File: src/rtl/i2c_byte_buffer_pkg.sv
package i2c_byte_buffer_pkg;

    localparam int BYTE_W = 8;

    typedef logic [BYTE_W-1:0] byte_t;

    typedef struct packed {
        logic  done;
        logic  is_addr;
        logic  arb_lost_ack;
        byte_t data;
    } rx_evt_t;

    typedef enum logic [1:0] {
        SRC_HOLD = 2'd0,
        SRC_HOST = 2'd1,
        SRC_BUS  = 2'd2
    } load_src_e;

    // A completed byte enters the register only in receive mode, and only
    // when it is a data byte that survived the acknowledge slot.
    function automatic logic rx_qualifies(input rx_evt_t ev, input logic tx_mode);
        return ev.done && !tx_mode && !ev.is_addr && !ev.arb_lost_ack;
    endfunction

    // The bus capture outranks the host write.
    function automatic load_src_e pick_src(input logic cap, input logic wr);
        if (cap)     return SRC_BUS;
        else if (wr) return SRC_HOST;
        else         return SRC_HOLD;
    endfunction

endpackage

File: src/rtl/dbuf_tx_ctrl.sv
module dbuf_tx_ctrl (
    input  logic clk,
    input  logic rst,
    input  logic tx_mode,
    input  logic wr,
    input  logic take,
    output logic tx_empty,
    output logic pending
);

    logic pend_q, empty_q;

    always_ff @(posedge clk) begin
        if (rst || !tx_mode) begin
            pend_q  <= 1'b0;
            empty_q <= 1'b0;
        end else if (wr) begin
            pend_q  <= 1'b1;
            empty_q <= 1'b0;
        end else if (take && pend_q) begin
            pend_q  <= 1'b0;
            empty_q <= 1'b1;
        end
    end

    assign tx_empty = empty_q;
    assign pending  = pend_q;

    p_take_empties_r4: assert property (@(posedge clk) disable iff (rst)
        (tx_mode && take && pend_q && !wr) |=> (empty_q && !pend_q));

    p_write_pends_r3: assert property (@(posedge clk) disable iff (rst)
        (tx_mode && wr) |=> (pend_q && !empty_q));

    p_not_both_r5: assert property (@(posedge clk) disable iff (rst)
        !(pend_q && empty_q));

    p_rx_mode_clears_r11: assert property (@(posedge clk) disable iff (rst)
        !tx_mode |=> (!empty_q && !pend_q));

endmodule

File: src/rtl/dbuf_rx_gate.sv
module dbuf_rx_gate
    import i2c_byte_buffer_pkg::*;
(
    input  logic    clk,
    input  logic    rst,
    input  logic    tx_mode,
    input  rx_evt_t ev,
    input  logic    rd,
    output logic    cap_en,
    output logic    rx_full
);

    logic full_q;

    assign cap_en = rx_qualifies(ev, tx_mode);

    always_ff @(posedge clk) begin
        if (rst)         full_q <= 1'b0;
        else if (cap_en) full_q <= 1'b1;
        else if (rd)     full_q <= 1'b0;
    end

    assign rx_full = full_q;

    p_read_clears_r9: assert property (@(posedge clk) disable iff (rst)
        (rd && !ev.done) |=> !full_q);

    p_addr_skips_r7: assert property (@(posedge clk) disable iff (rst)
        (ev.done && ev.is_addr && !rd) |=> $stable(full_q));

    p_arb_skips_r8: assert property (@(posedge clk) disable iff (rst)
        (ev.done && ev.arb_lost_ack && !rd) |=> $stable(full_q));

    p_tx_no_capture_r11: assert property (@(posedge clk) disable iff (rst)
        (tx_mode && !full_q) |=> !full_q);

endmodule

File: src/rtl/dbuf_data_reg.sv
module dbuf_data_reg
    import i2c_byte_buffer_pkg::*;
(
    input  logic  clk,
    input  logic  rst,
    input  logic  wr,
    input  byte_t wbyte,
    input  logic  cap_en,
    input  byte_t rbyte,
    output byte_t data
);

    byte_t     data_q;
    load_src_e src;

    assign src = pick_src(cap_en, wr);

    always_ff @(posedge clk) begin
        if (rst) begin
            data_q <= '0;
        end else begin
            unique case (src)
                SRC_BUS:  data_q <= rbyte;
                SRC_HOST: data_q <= wbyte;
                default:  data_q <= data_q;
            endcase
        end
    end

    assign data = data_q;

    p_bus_wins_r6: assert property (@(posedge clk) disable iff (rst)
        cap_en |=> (data_q == $past(rbyte)));

    p_idle_holds_r7: assert property (@(posedge clk) disable iff (rst)
        (!cap_en && !wr) |=> $stable(data_q));

endmodule

File: src/rtl/i2c_byte_buffer.sv
module i2c_byte_buffer
    import i2c_byte_buffer_pkg::*;
#(
    parameter int REG_W = 16
) (
    input  logic             clk,
    input  logic             rst,
    input  logic             tx_mode,
    input  logic             host_wr,
    input  logic [BYTE_W-1:0] host_wdata,
    input  logic             host_rd,
    output logic [REG_W-1:0] host_rdata,
    output logic             tx_empty,
    output logic             rx_not_empty,
    output logic [BYTE_W-1:0] sh_tx_byte,
    output logic             sh_tx_valid,
    input  logic             sh_take,
    input  logic             sh_rx_done,
    input  logic [BYTE_W-1:0] sh_rx_byte,
    input  logic             sh_rx_is_addr,
    input  logic             sh_rx_arb_lost_ack
);

    localparam int PAD_W = REG_W - BYTE_W;

    rx_evt_t ev;
    logic    cap_en;
    byte_t   held;

    assign ev = '{done: sh_rx_done, is_addr: sh_rx_is_addr,
                  arb_lost_ack: sh_rx_arb_lost_ack, data: sh_rx_byte};

    dbuf_tx_ctrl u_tx (
        .clk      (clk),
        .rst      (rst),
        .tx_mode  (tx_mode),
        .wr       (host_wr),
        .take     (sh_take),
        .tx_empty (tx_empty),
        .pending  (sh_tx_valid)
    );

    dbuf_rx_gate u_rx (
        .clk     (clk),
        .rst     (rst),
        .tx_mode (tx_mode),
        .ev      (ev),
        .rd      (host_rd),
        .cap_en  (cap_en),
        .rx_full (rx_not_empty)
    );

    dbuf_data_reg u_data (
        .clk    (clk),
        .rst    (rst),
        .wr     (host_wr),
        .wbyte  (host_wdata),
        .cap_en (cap_en),
        .rbyte  (ev.data),
        .data   (held)
    );

    generate
        if (PAD_W > 0) begin : g_pad
            assign host_rdata = {{PAD_W{1'b0}}, held};
        end else begin : g_nopad
            assign host_rdata = held[REG_W-1:0];
        end
    endgenerate

    assign sh_tx_byte = held;

    p_write_seen_r3: assert property (@(posedge clk) disable iff (rst)
        (tx_mode && host_wr && !sh_rx_done) |=> (sh_tx_byte == $past(host_wdata)));

    p_drop_keeps_byte_r8: assert property (@(posedge clk) disable iff (rst)
        (sh_rx_done && sh_rx_arb_lost_ack && !host_wr) |=> $stable(host_rdata));

    p_rx_write_no_pend_r12: assert property (@(posedge clk) disable iff (rst)
        (!tx_mode && host_wr) |=> !sh_tx_valid);

endmodule

File: config.mk
export PLATFORM = sky130hd
export DESIGN_NAME = i2c_byte_buffer
export DESIGN_NICKNAME = d
export VERILOG_FILES = /design/src/rtl/i2c_byte_buffer_pkg.sv /design/src/rtl/dbuf_tx_ctrl.sv /design/src/rtl/dbuf_rx_gate.sv /design/src/rtl/dbuf_data_reg.sv /design/src/rtl/i2c_byte_buffer.sv
export SDC_FILE = /design/constraint.sdc
export NUM_CORES = 1
export LEC_CHECK = 0
export CORE_MARGIN = 2
export CORE_UTILIZATION = 41
export CTS_BUF_LIST = sky130_fd_sc_hd__clkbuf_2
export DETAILED_ROUTE_END_ITERATION = 10
export DONT_BUFFER_PORTS = 1
export PLACE_DENSITY = 0.68
export SYNTH_ARGS = -nofsm -noshare
export SYNTH_HDL_FRONTEND = slang
export SYNTH_SLANG_ARGS = --single-unit
File: constraint.sdc
create_clock -name clk -period 1.4 [get_ports clk]
set_clock_uncertainty 0.1 [all_clocks]
set_input_delay 0.28 -clock clk [delete_from_list [all_inputs] [get_ports clk]]
set_output_delay 0.28 -clock clk [all_outputs]
set_load 0.01 [all_outputs]
* Word level (Yosys, flattened, before mapping)
Cells that the tools add are included.
** Storage, ports and cells
- Bits of input ports :: 25
- Output and inout bits :: 27
- Register bits :: 11
** Operators by class
- Eq/ne operators :: 2
- Reduce and logical (&&, ||, !) cells :: 12
- Mux-type cells :: 7
** Operators with widths (number)
- 8-bit one-hot mux with 2 select lines :: 1
- 2-bit nonzero test :: 3
- 1-bit 2-to-1 mux :: 5
- 1-bit logical AND :: 4
- 1-bit logical NOT :: 3
- 2-bit by 1-bit equality test with 1-bit output (second input constant) :: 1
- 2-bit equality test (second input constant) :: 1
- 2-bit 2-to-1 mux :: 1
- 2-bit OR reduction :: 1
- 1-bit logical OR :: 1

* Longest topological paths before layout
Gate-level depths: netlist (run 1).
- Depth in word-level cells :: 7
- Depth in mapped cells :: 5
- Gate-level depth less buffers :: 3

* Modules after synthesis
From an unflattened synthesis (run 1), not the netlist that was laid out.
** Second synthesis, totals
- Cells, all modules :: 64
- Area total of the unflattened synthesis :: 640.6 um^2
** By module, submodules not included
- dbuf_data_reg :: area an instance 369.1 um^2, times used 1, cells each 35, seq. area each 160.2 um^2
- i2c_byte_buffer :: area an instance 123.9 um^2, times used 1, cells each 17, seq. area each 0.0 um^2
- dbuf_tx_ctrl :: area an instance 87.6 um^2, times used 1, cells each 8, seq. area each 40.0 um^2
- dbuf_rx_gate :: area an instance 60.1 um^2, times used 1, cells each 4, seq. area each 20.0 um^2

* Least setup slack after synthesis (run 1)
No wires, ideal clock.
- Path kind :: in2reg
- From :: input port tx_mode
- To :: register u_data.data_q[5] (netlist: u_data.data[5])
- Stages :: 5
- Path slack :: -83 ps
- Arrival :: 1240 ps
- Library setup time :: 143 ps
- Path through :: or4b_1 -> buf_6 -> buf_12 -> nor2_1 -> a211oi_2
** On the way
- Cells in the longest elaborated chain, start to end :: 7
- Elaborated cells between the ends (all ways) :: 9
- Those cells by class :: eq/ne: 2; mux: 2; reduce/logical: 5
** Ends and longest elaborated chain
- start: declaration :: RTL line i2c_byte_buffer.sv:8 : input logic tx_mode,
- 1-bit logical NOT * :: RTL line i2c_byte_buffer_pkg.sv:23 : return ev.done && !tx_mode && !ev.is_addr && !ev.arb_lost_ack;
- 1-bit logical AND * (3 in series) :: RTL line i2c_byte_buffer_pkg.sv:23
- 2-bit 2-to-1 mux * :: RTL line i2c_byte_buffer_pkg.sv:28 : if (cap) return SRC_BUS;
- 2-bit by 1-bit equality test with 1-bit output / 2-bit equality test (equally long branches) :: RTL line dbuf_data_reg.sv:22 : unique case (src)
- 8-bit one-hot mux with 2 select lines / 2-bit nonzero test (equally long branches)
- end signal: assignment :: RTL line dbuf_data_reg.sv:23 : SRC_BUS: data_q <= rbyte;
- end signal: assignment :: RTL line dbuf_data_reg.sv:24 : SRC_HOST: data_q <= wbyte;
- end signal: assignment :: RTL line dbuf_data_reg.sv:25 : default: data_q <= data_q;
- end: declaration :: RTL line dbuf_data_reg.sv:13 : byte_t data_q;
Mark *: on every way between the ends. The rest lies on a longest branch, timed or not.
A chain may end at the register's enable or synchronous reset.

* Worst setup path in the final report (run 1)
- From :: input port rst
- To :: register u_rx.full_q (netlist: u_rx.rx_full)
** RTL lines
- start: declaration :: RTL line i2c_byte_buffer.sv:7 : input logic rst,
- end signal: assignment :: RTL line dbuf_rx_gate.sv:18 : if (rst) full_q <= 1'b0;
- end signal: assignment :: RTL line dbuf_rx_gate.sv:19 : else if (cap_en) full_q <= 1'b1;
- end signal: assignment :: RTL line dbuf_rx_gate.sv:20 : else if (rd) full_q <= 1'b0;
- end: declaration :: RTL line dbuf_rx_gate.sv:13 : logic full_q;
No word-level cell between the ends.

==> impl_metrics.csv, run 1 <==
group,metric,value,unit
outcome,outcome,"complete, no violations",
die,start_util,43.3,%
logic_synthesis,avgSynthCellArea,9.91,um^2
setup_path,crit_buf_inv,1,
layout,final_nets,84,
clock_tree,clkSlewWorstSetupHoldPaths,0.11,ns
min_path,hold_class,"primary input to flop",
setup_path,critPathMaxFanout,9,
sta,finalSetupViolations,0,
power,p_clk_share,29.2,%
route,wl_met1,358,um
place,place_congestion,0.570,
power,combPwrFrac,11.3,%
setup_path,critPathSlowestCell,"dlygate4sd3_1",
sta,fin_crit_sh,82.6,%
clock_tree,clock_path_buffers,2,
grt,grt_usage,11.3,%
power,intPower,442,uW
setup_path,r2r_slack,0.42,ns
setup_path,crit_type,"primary input to flop",
die,die-width,43.6,um
route,top_layer,"met4",
run,drv_cap,0,
die,core,0.00149,mm^2
grt,grt_pass1_wl,1.50,mm
clock_tree,cts-root-buf,"clkbuf_2",
layout,mostFrequentLayoutCells,"dfxtp_1 (11), mux2i_1 (8), a211oi_2 (8), nor2_1 (8), conb_1 (8)",
power,seqPwrFrac,59.5,%
die,die_height,43.6,um
grt,grt_max_degree,18,
route,drt-wirelength-per-cell,13.4,um
clock_tree,clkLatencyLatePin,0.25,ns
layout,diodes,0,
clock_tree,cts_buffers,3,
route,wl_met3,148,um
route,drc,0,
power,vdd_drop_max,376,uV
die,rows,14,
logic_synthesis,ys_warn_count,0,
setup_path,cp.arrival,1.19,ns
logic_synthesis,synth_cell_types,15,
sta,hold_viol,0,
layout,final_util,39.2,%
logic_synthesis,ys_seq_elements,11,
power,fin_total_pwr,613,uW
power,swShare,27.9,%
setup_path,critPathLaunchType,"primary input",
clock_tree,clock_sinks,11,
route,dr_wl_met2,464,um
sta,period_minus_slack,1.16,ns
setup_path,cp_top_family,"buffers and inverters",
logic_synthesis,yosysTopAreaCell,"dfxtp_1",
setup_path,end_kind,"flop",
layout,finalNonFillerCells,74,
route,first_iter_violations,3,
layout,syn2layout_area_growth,-9.51,%
route,vias,373,
clock_tree,tritoncts,"done",
logic_synthesis,synth_area,644,um^2
logic_synthesis,netlist_instances,65,
logic_synthesis,synth_area_leaders,"dfxtp_1 (34%), buf_4 (19%), a211oi_2 (16%), mux2i_1 (12%), nor2_1 (5.2%)",
place,numPortBuffers,0,
logic_synthesis,yosysSeqAreaShare,34.2,%
setup_path,cp_cell_sequence,"dlygate4sd3_1, a21oi_1",
power,power_density,1050,mW/mm^2
place,dpl.cell_count,68,
clock_tree,postCtsSetupRepairBufs,0,
sta,hold_ws,0.0541,ns
power,p_leak,0.245,nW
die,die_area,0.00190,mm^2
layout,layout_commonest_cell,"dfxtp_1",
route,wirelength,991,um
clock_tree,cts_htree_levels,1,
die,ios,52,
route,drtPass1Iterations,2,
grt,overflow,0,
grt,grt_pass1_vias,348,
sta,fmax,864,MHz
power,switchingPower,171,uW
logic_synthesis,synth_top_area_share,34.2,%
setup_path,cp_slowest_stage_delay,0.84,ns
layout,drive_gt1_share,24.1,%
sta,drv_slew,0,
sta,rsz0062_at_grt,"no",
route,drt-vias-per-instance,5.04,
route,ant_nets,0,
grt,antenna_found_initial,0,
setup_path,crit_required,1.43,ns
==> metal layers <==
metal,track usage [%],vias up
met3,4.58,2
met1,12.1,165
met2,15.6,23
li1,-,183
met5,0,-
met4,12.7,0
==> Yosys cell counts <==
| library cell | n |
|---|---|
| or4b_1 | 1 |
| nor2_1 | 9 |
| nor3_1 | 1 |
| a211oi_2 | 8 |
| buf_12 | 1 |
| a21oi_1 | 3 |
| or2b_1 | 1 |
| buf_4 | 16 |
| dfxtp_1 | 11 |
| mux2i_1 | 8 |
| conb_1 | 1 |
| clkbuf_1 | 2 |
| buf_6 | 1 |
| nand2b_1 | 1 |
| inv_1 | 1 |
==> state kept, by name, summed over array words and instances, names as in the netlist <==
signal,cells
u_data.data,8
u_rx.rx_full,1
u_tx.pending,1
u_tx.tx_empty,1
==> power groups by stage <==
stage          clock (mW)  sequential (mW)  combinational [mW]
2_1_floorplan           0            0.360               0.119
3_3_place_gp            0            0.372              0.0588
3_5_place_dp            0            0.372              0.0599
4_1_cts             0.192            0.365              0.0700
5_1_grt             0.204            0.369              0.0778
6_report            0.179            0.365              0.0690
==> cell type report <==
cell class,count,area [um^2]
Clock buffer,4,20.0
Fill cell,159,906
Inverter,1,3.75
Multi-Input combinational cell,40,299
Sequential cell,11,220
Tap cell,16,20.0
Timing Repair Buffer,2,20.0
==> metrics by stage <==
stage	cell area (um^2)	TNS, ns	setup WS [ns]
2_1_floorplan	682	-0.0626	-0.0282
3_3_place_gp	543	0	0.00441
3_5_place_dp	543	-0.0356	-0.0137
4_1_cts	583	0	0.245
5_1_grt	583	0	0.216
6_report	583	0	0.243
==> logic make-up after synthesis <==
logic type,Yosys count,share of synthesized area (%)
AO/OA/AOI/OAI,11,17.9
buffers and inverters,21,25.2
flip-flops,11,34.2
multiplexers,8,12.4
other,1,0.582
AND/OR/NAND/NOR,13,9.71
==> timing repair <==
action | 4_1_cts | 5_1_grt
hold endpoints to repair | 10 | 0
hold buffers | 2 | 0
setup endpoints to repair | 0 | 0
resized for setup | 0 | 0
==> worst paths after layout <==
check,startpoint,endpoint,cells past startpoint
min,host_wr,u_tx.pending,2
max,rst,u_rx.rx_full,2
min reg2reg,u_rx.rx_full,u_rx.rx_full,2
max reg2reg,u_data.data[7],u_data.data[7],2
Power figures use the tool's default switching activity.
==> run 2: changes to the inputs <==
--- a/config.mk
+++ b/config.mk
@@ -5,6 +5,7 @@
 export SDC_FILE = /design/constraint.sdc
 export NUM_CORES = 1
 export LEC_CHECK = 0
+export ABC_AREA = 1
 export CORE_MARGIN = 2
 export CORE_UTILIZATION = 41
 export CTS_BUF_LIST = sky130_fd_sc_hd__clkbuf_2
==> constraint.sdc (replaced) <==
create_clock -name clk -period 1 [get_ports clk]
set_clock_uncertainty 0.1 [all_clocks]
set_input_delay 0.2 -clock clk [delete_from_list [all_inputs] [get_ports clk]]
set_output_delay 0.2 -clock clk [all_outputs]
set_load 0.01 [all_outputs]
==> impl_metrics.csv, run 2 <==
group,metric,value,unit
outcome,outcome,"finished with violations",
outcome,violations,"negative setup slack",
grt,grt_pass1_wl,2.19,mm
logic_synthesis,synth_area_leaders,"dfxtp_1 (33%), buf_4 (19%), nand2_1 (9.7%), a21oi_1 (8.3%), inv_1 (7.4%)",
min_path,hold_class,"primary input to flop",
place,numPortBuffers,0,
logic_synthesis,netlist_instances,94,
setup_path,crit_type,"flop to output port",
logic_synthesis,synth_area,661,um^2
sta,period_minus_slack,1.02,ns
place,dp_slack,0.0216,ns
route,drt-vias-per-instance,4.74,
place,place_congestion,0.683,
clock_tree,clock_path_buffers,2,
die,die-width,44.1,um
grt,grt_usage,15.5,%
route,wirelength,1.45,mm
clock_tree,clkLatencyLatePin,0.25,ns
setup_path,cp.arrival,0.72,ns
logic_synthesis,yosysTopAreaCell,"dfxtp_1",
route,drt-wirelength-per-cell,11.5,um
route,drtPass1Iterations,4,
logic_synthesis,synth_top_area_share,33.3,%
route,ant_nets,0,
clock_tree,cts_htree_levels,1,
grt,use_met3,8.98,%
place,placed_area,668,um^2
logic_synthesis,ys_seq_elements,11,
clock_tree,clkSlewWorstSetupHoldPaths,0.11,ns
logic_synthesis,synth_cell_types,16,
die,die_area,0.00195,mm^2
route,drc,0,
setup_path,critPathLaunchType,"flop",
logic_synthesis,synthFlopType,"dfxtp_1",
clock_tree,clock_sinks,11,
setup_path,cp_slowest_stage_delay,0.34,ns
grt,grt_max_degree,17,
power,p_leak,0.432,nW
grt,use_met1,16.0,%
setup_path,end_kind,"output port",
layout,design_area,862,um^2
setup_path,critPathMaxFanout,2,
grt,overflow,0,
die,core,0.00151,mm^2
logic_synthesis,synth_common_cells,"buf_4 (17), nand2_1 (17), inv_1 (13)",
layout,final_nets,136,
die,rows,14,
clock_tree,tritoncts,"done",
grt,grtUsageMet2,25.9,%
clock_tree,cts_buffers,3,
die,ios,52,
power,fin_total_pwr,1.01,mW
sta,finalSetupViolations,16,
place,post-dp-hpwl,966,um
logic_synthesis,yosysSeqAreaShare,33.3,%
setup_path,crit_required,0.70,ns
layout,final_util,57.2,%
setup_path,cp_top_family,"flip-flops",
setup_path,critPathSlowestCell,"dfxtp_2",
grt,antenna_found_initial,0,
logic_synthesis,avgSynthCellArea,7.03,um^2
route,first_iter_violations,8,
power,power_density,1170,mW/mm^2
sta,fin_crit_sh,102,%
sta,drv_slew,0,
logic_synthesis,ys_warn_count,0,
power,vdd_drop_max,522,uV
layout,finalNonFillerCells,126,
layout,diodes,0,
sta,rsz0062_at_grt,"yes",
setup_path,crit_buf_inv,1,
layout,mostFrequentLayoutCells,"nand2_1 (17), inv_1 (13), dlygate4sd3_1 (12), a21oi_1 (11), dfxtp_2 (10)",
sta,finalSetupTns,-0.137,ns
layout,syn2layout_area_growth,30.5,%
logic_synthesis,synth_edf_count,0,
layout,largest_register_ffs,8,
sta,hold_viol,0,
layout,drive_gt1_share,29.1,%
layout,layout_commonest_cell,"nand2_1",
grt,top_usage_layer,"met2",
sta,fmax,984,MHz
logic_synthesis,synthArstFlopShare,0,%
sta,worst_slack,-0.0159,ns
sta,hold_ws,0.0257,ns
place,dpl.cell_count,109,
die,start_util,43.9,%
grt,grt_pass1_vias,571,
die,die_height,44.1,um
route,vias,597,
setup_path,cp_cell_sequence,"buf_6",
run,drv_cap,0,
clock_tree,cts-root-buf,"clkbuf_2",
==> run 2: changes by cell type after synthesis, moves of 2 or more <==
cell	delta
a211oi_2	-8
a21oi_1	+8
clkbuf_1	-2
inv_1	+12
mux2i_1	-8
nand2_1	+17
nand3_1	+7
nor2_1	-9
nor2_2	+2
o21ai_0	+8
==> run 2: cell families after synthesis <==
logic type / synth area share (%)
simple gates: 22.7
buf+inv: 29.0
other cells: 0.568
flops: 33.3
compound gates: 14.4
==> run 2: what timing repair did <==
action | CTS | global route
hold buffers | 12 | 0
resized for setup | 16 | 4
setup endpoints to repair | 16 | 19
hold endpoints to repair | 11 | 0
buffers inserted | 0 | 1
==> run 2: routing by layer <==
metal | routed length [um] | vias to the layer above
met5 | 0 | -
met4 | 0 | 0
met3 | 145 | 0
met2 | 749 | 24
met1 | 557 | 267
li1 | - | 306
==> run 2: area by class of cell <==
class                   instances  area (um^2)
clock buffers                   4         20.0
fillers                       153          644
inverters                      14         52.6
multi-input cells              58          275
flip-flops and latches         11          236
well taps                      16         20.0
repair buffers                 23          258
==> run 2: where the power goes <==
part | internal [mW] | switching [mW] | total [mW]
Clock | 0.106 | 0.144 | 0.250
Sequential | 0.473 | 0.0212 | 0.494
Combinational | 0.132 | 0.134 | 0.266
Total | 0.711 | 0.299 | 1.01
==> run 2: final timing paths <==
kind                                     start              to  slack (ns)  depth (start not counted)
worst max-delay path            u_data.data[3]   sh_tx_byte[3]       -0.02                          1
worst min-delay path                   host_wr    u_tx.pending        0.03                          2
worst max register to register  u_data.data[5]  u_data.data[5]        0.12                          5
worst min register to register    u_rx.rx_full    u_rx.rx_full        0.41                          2
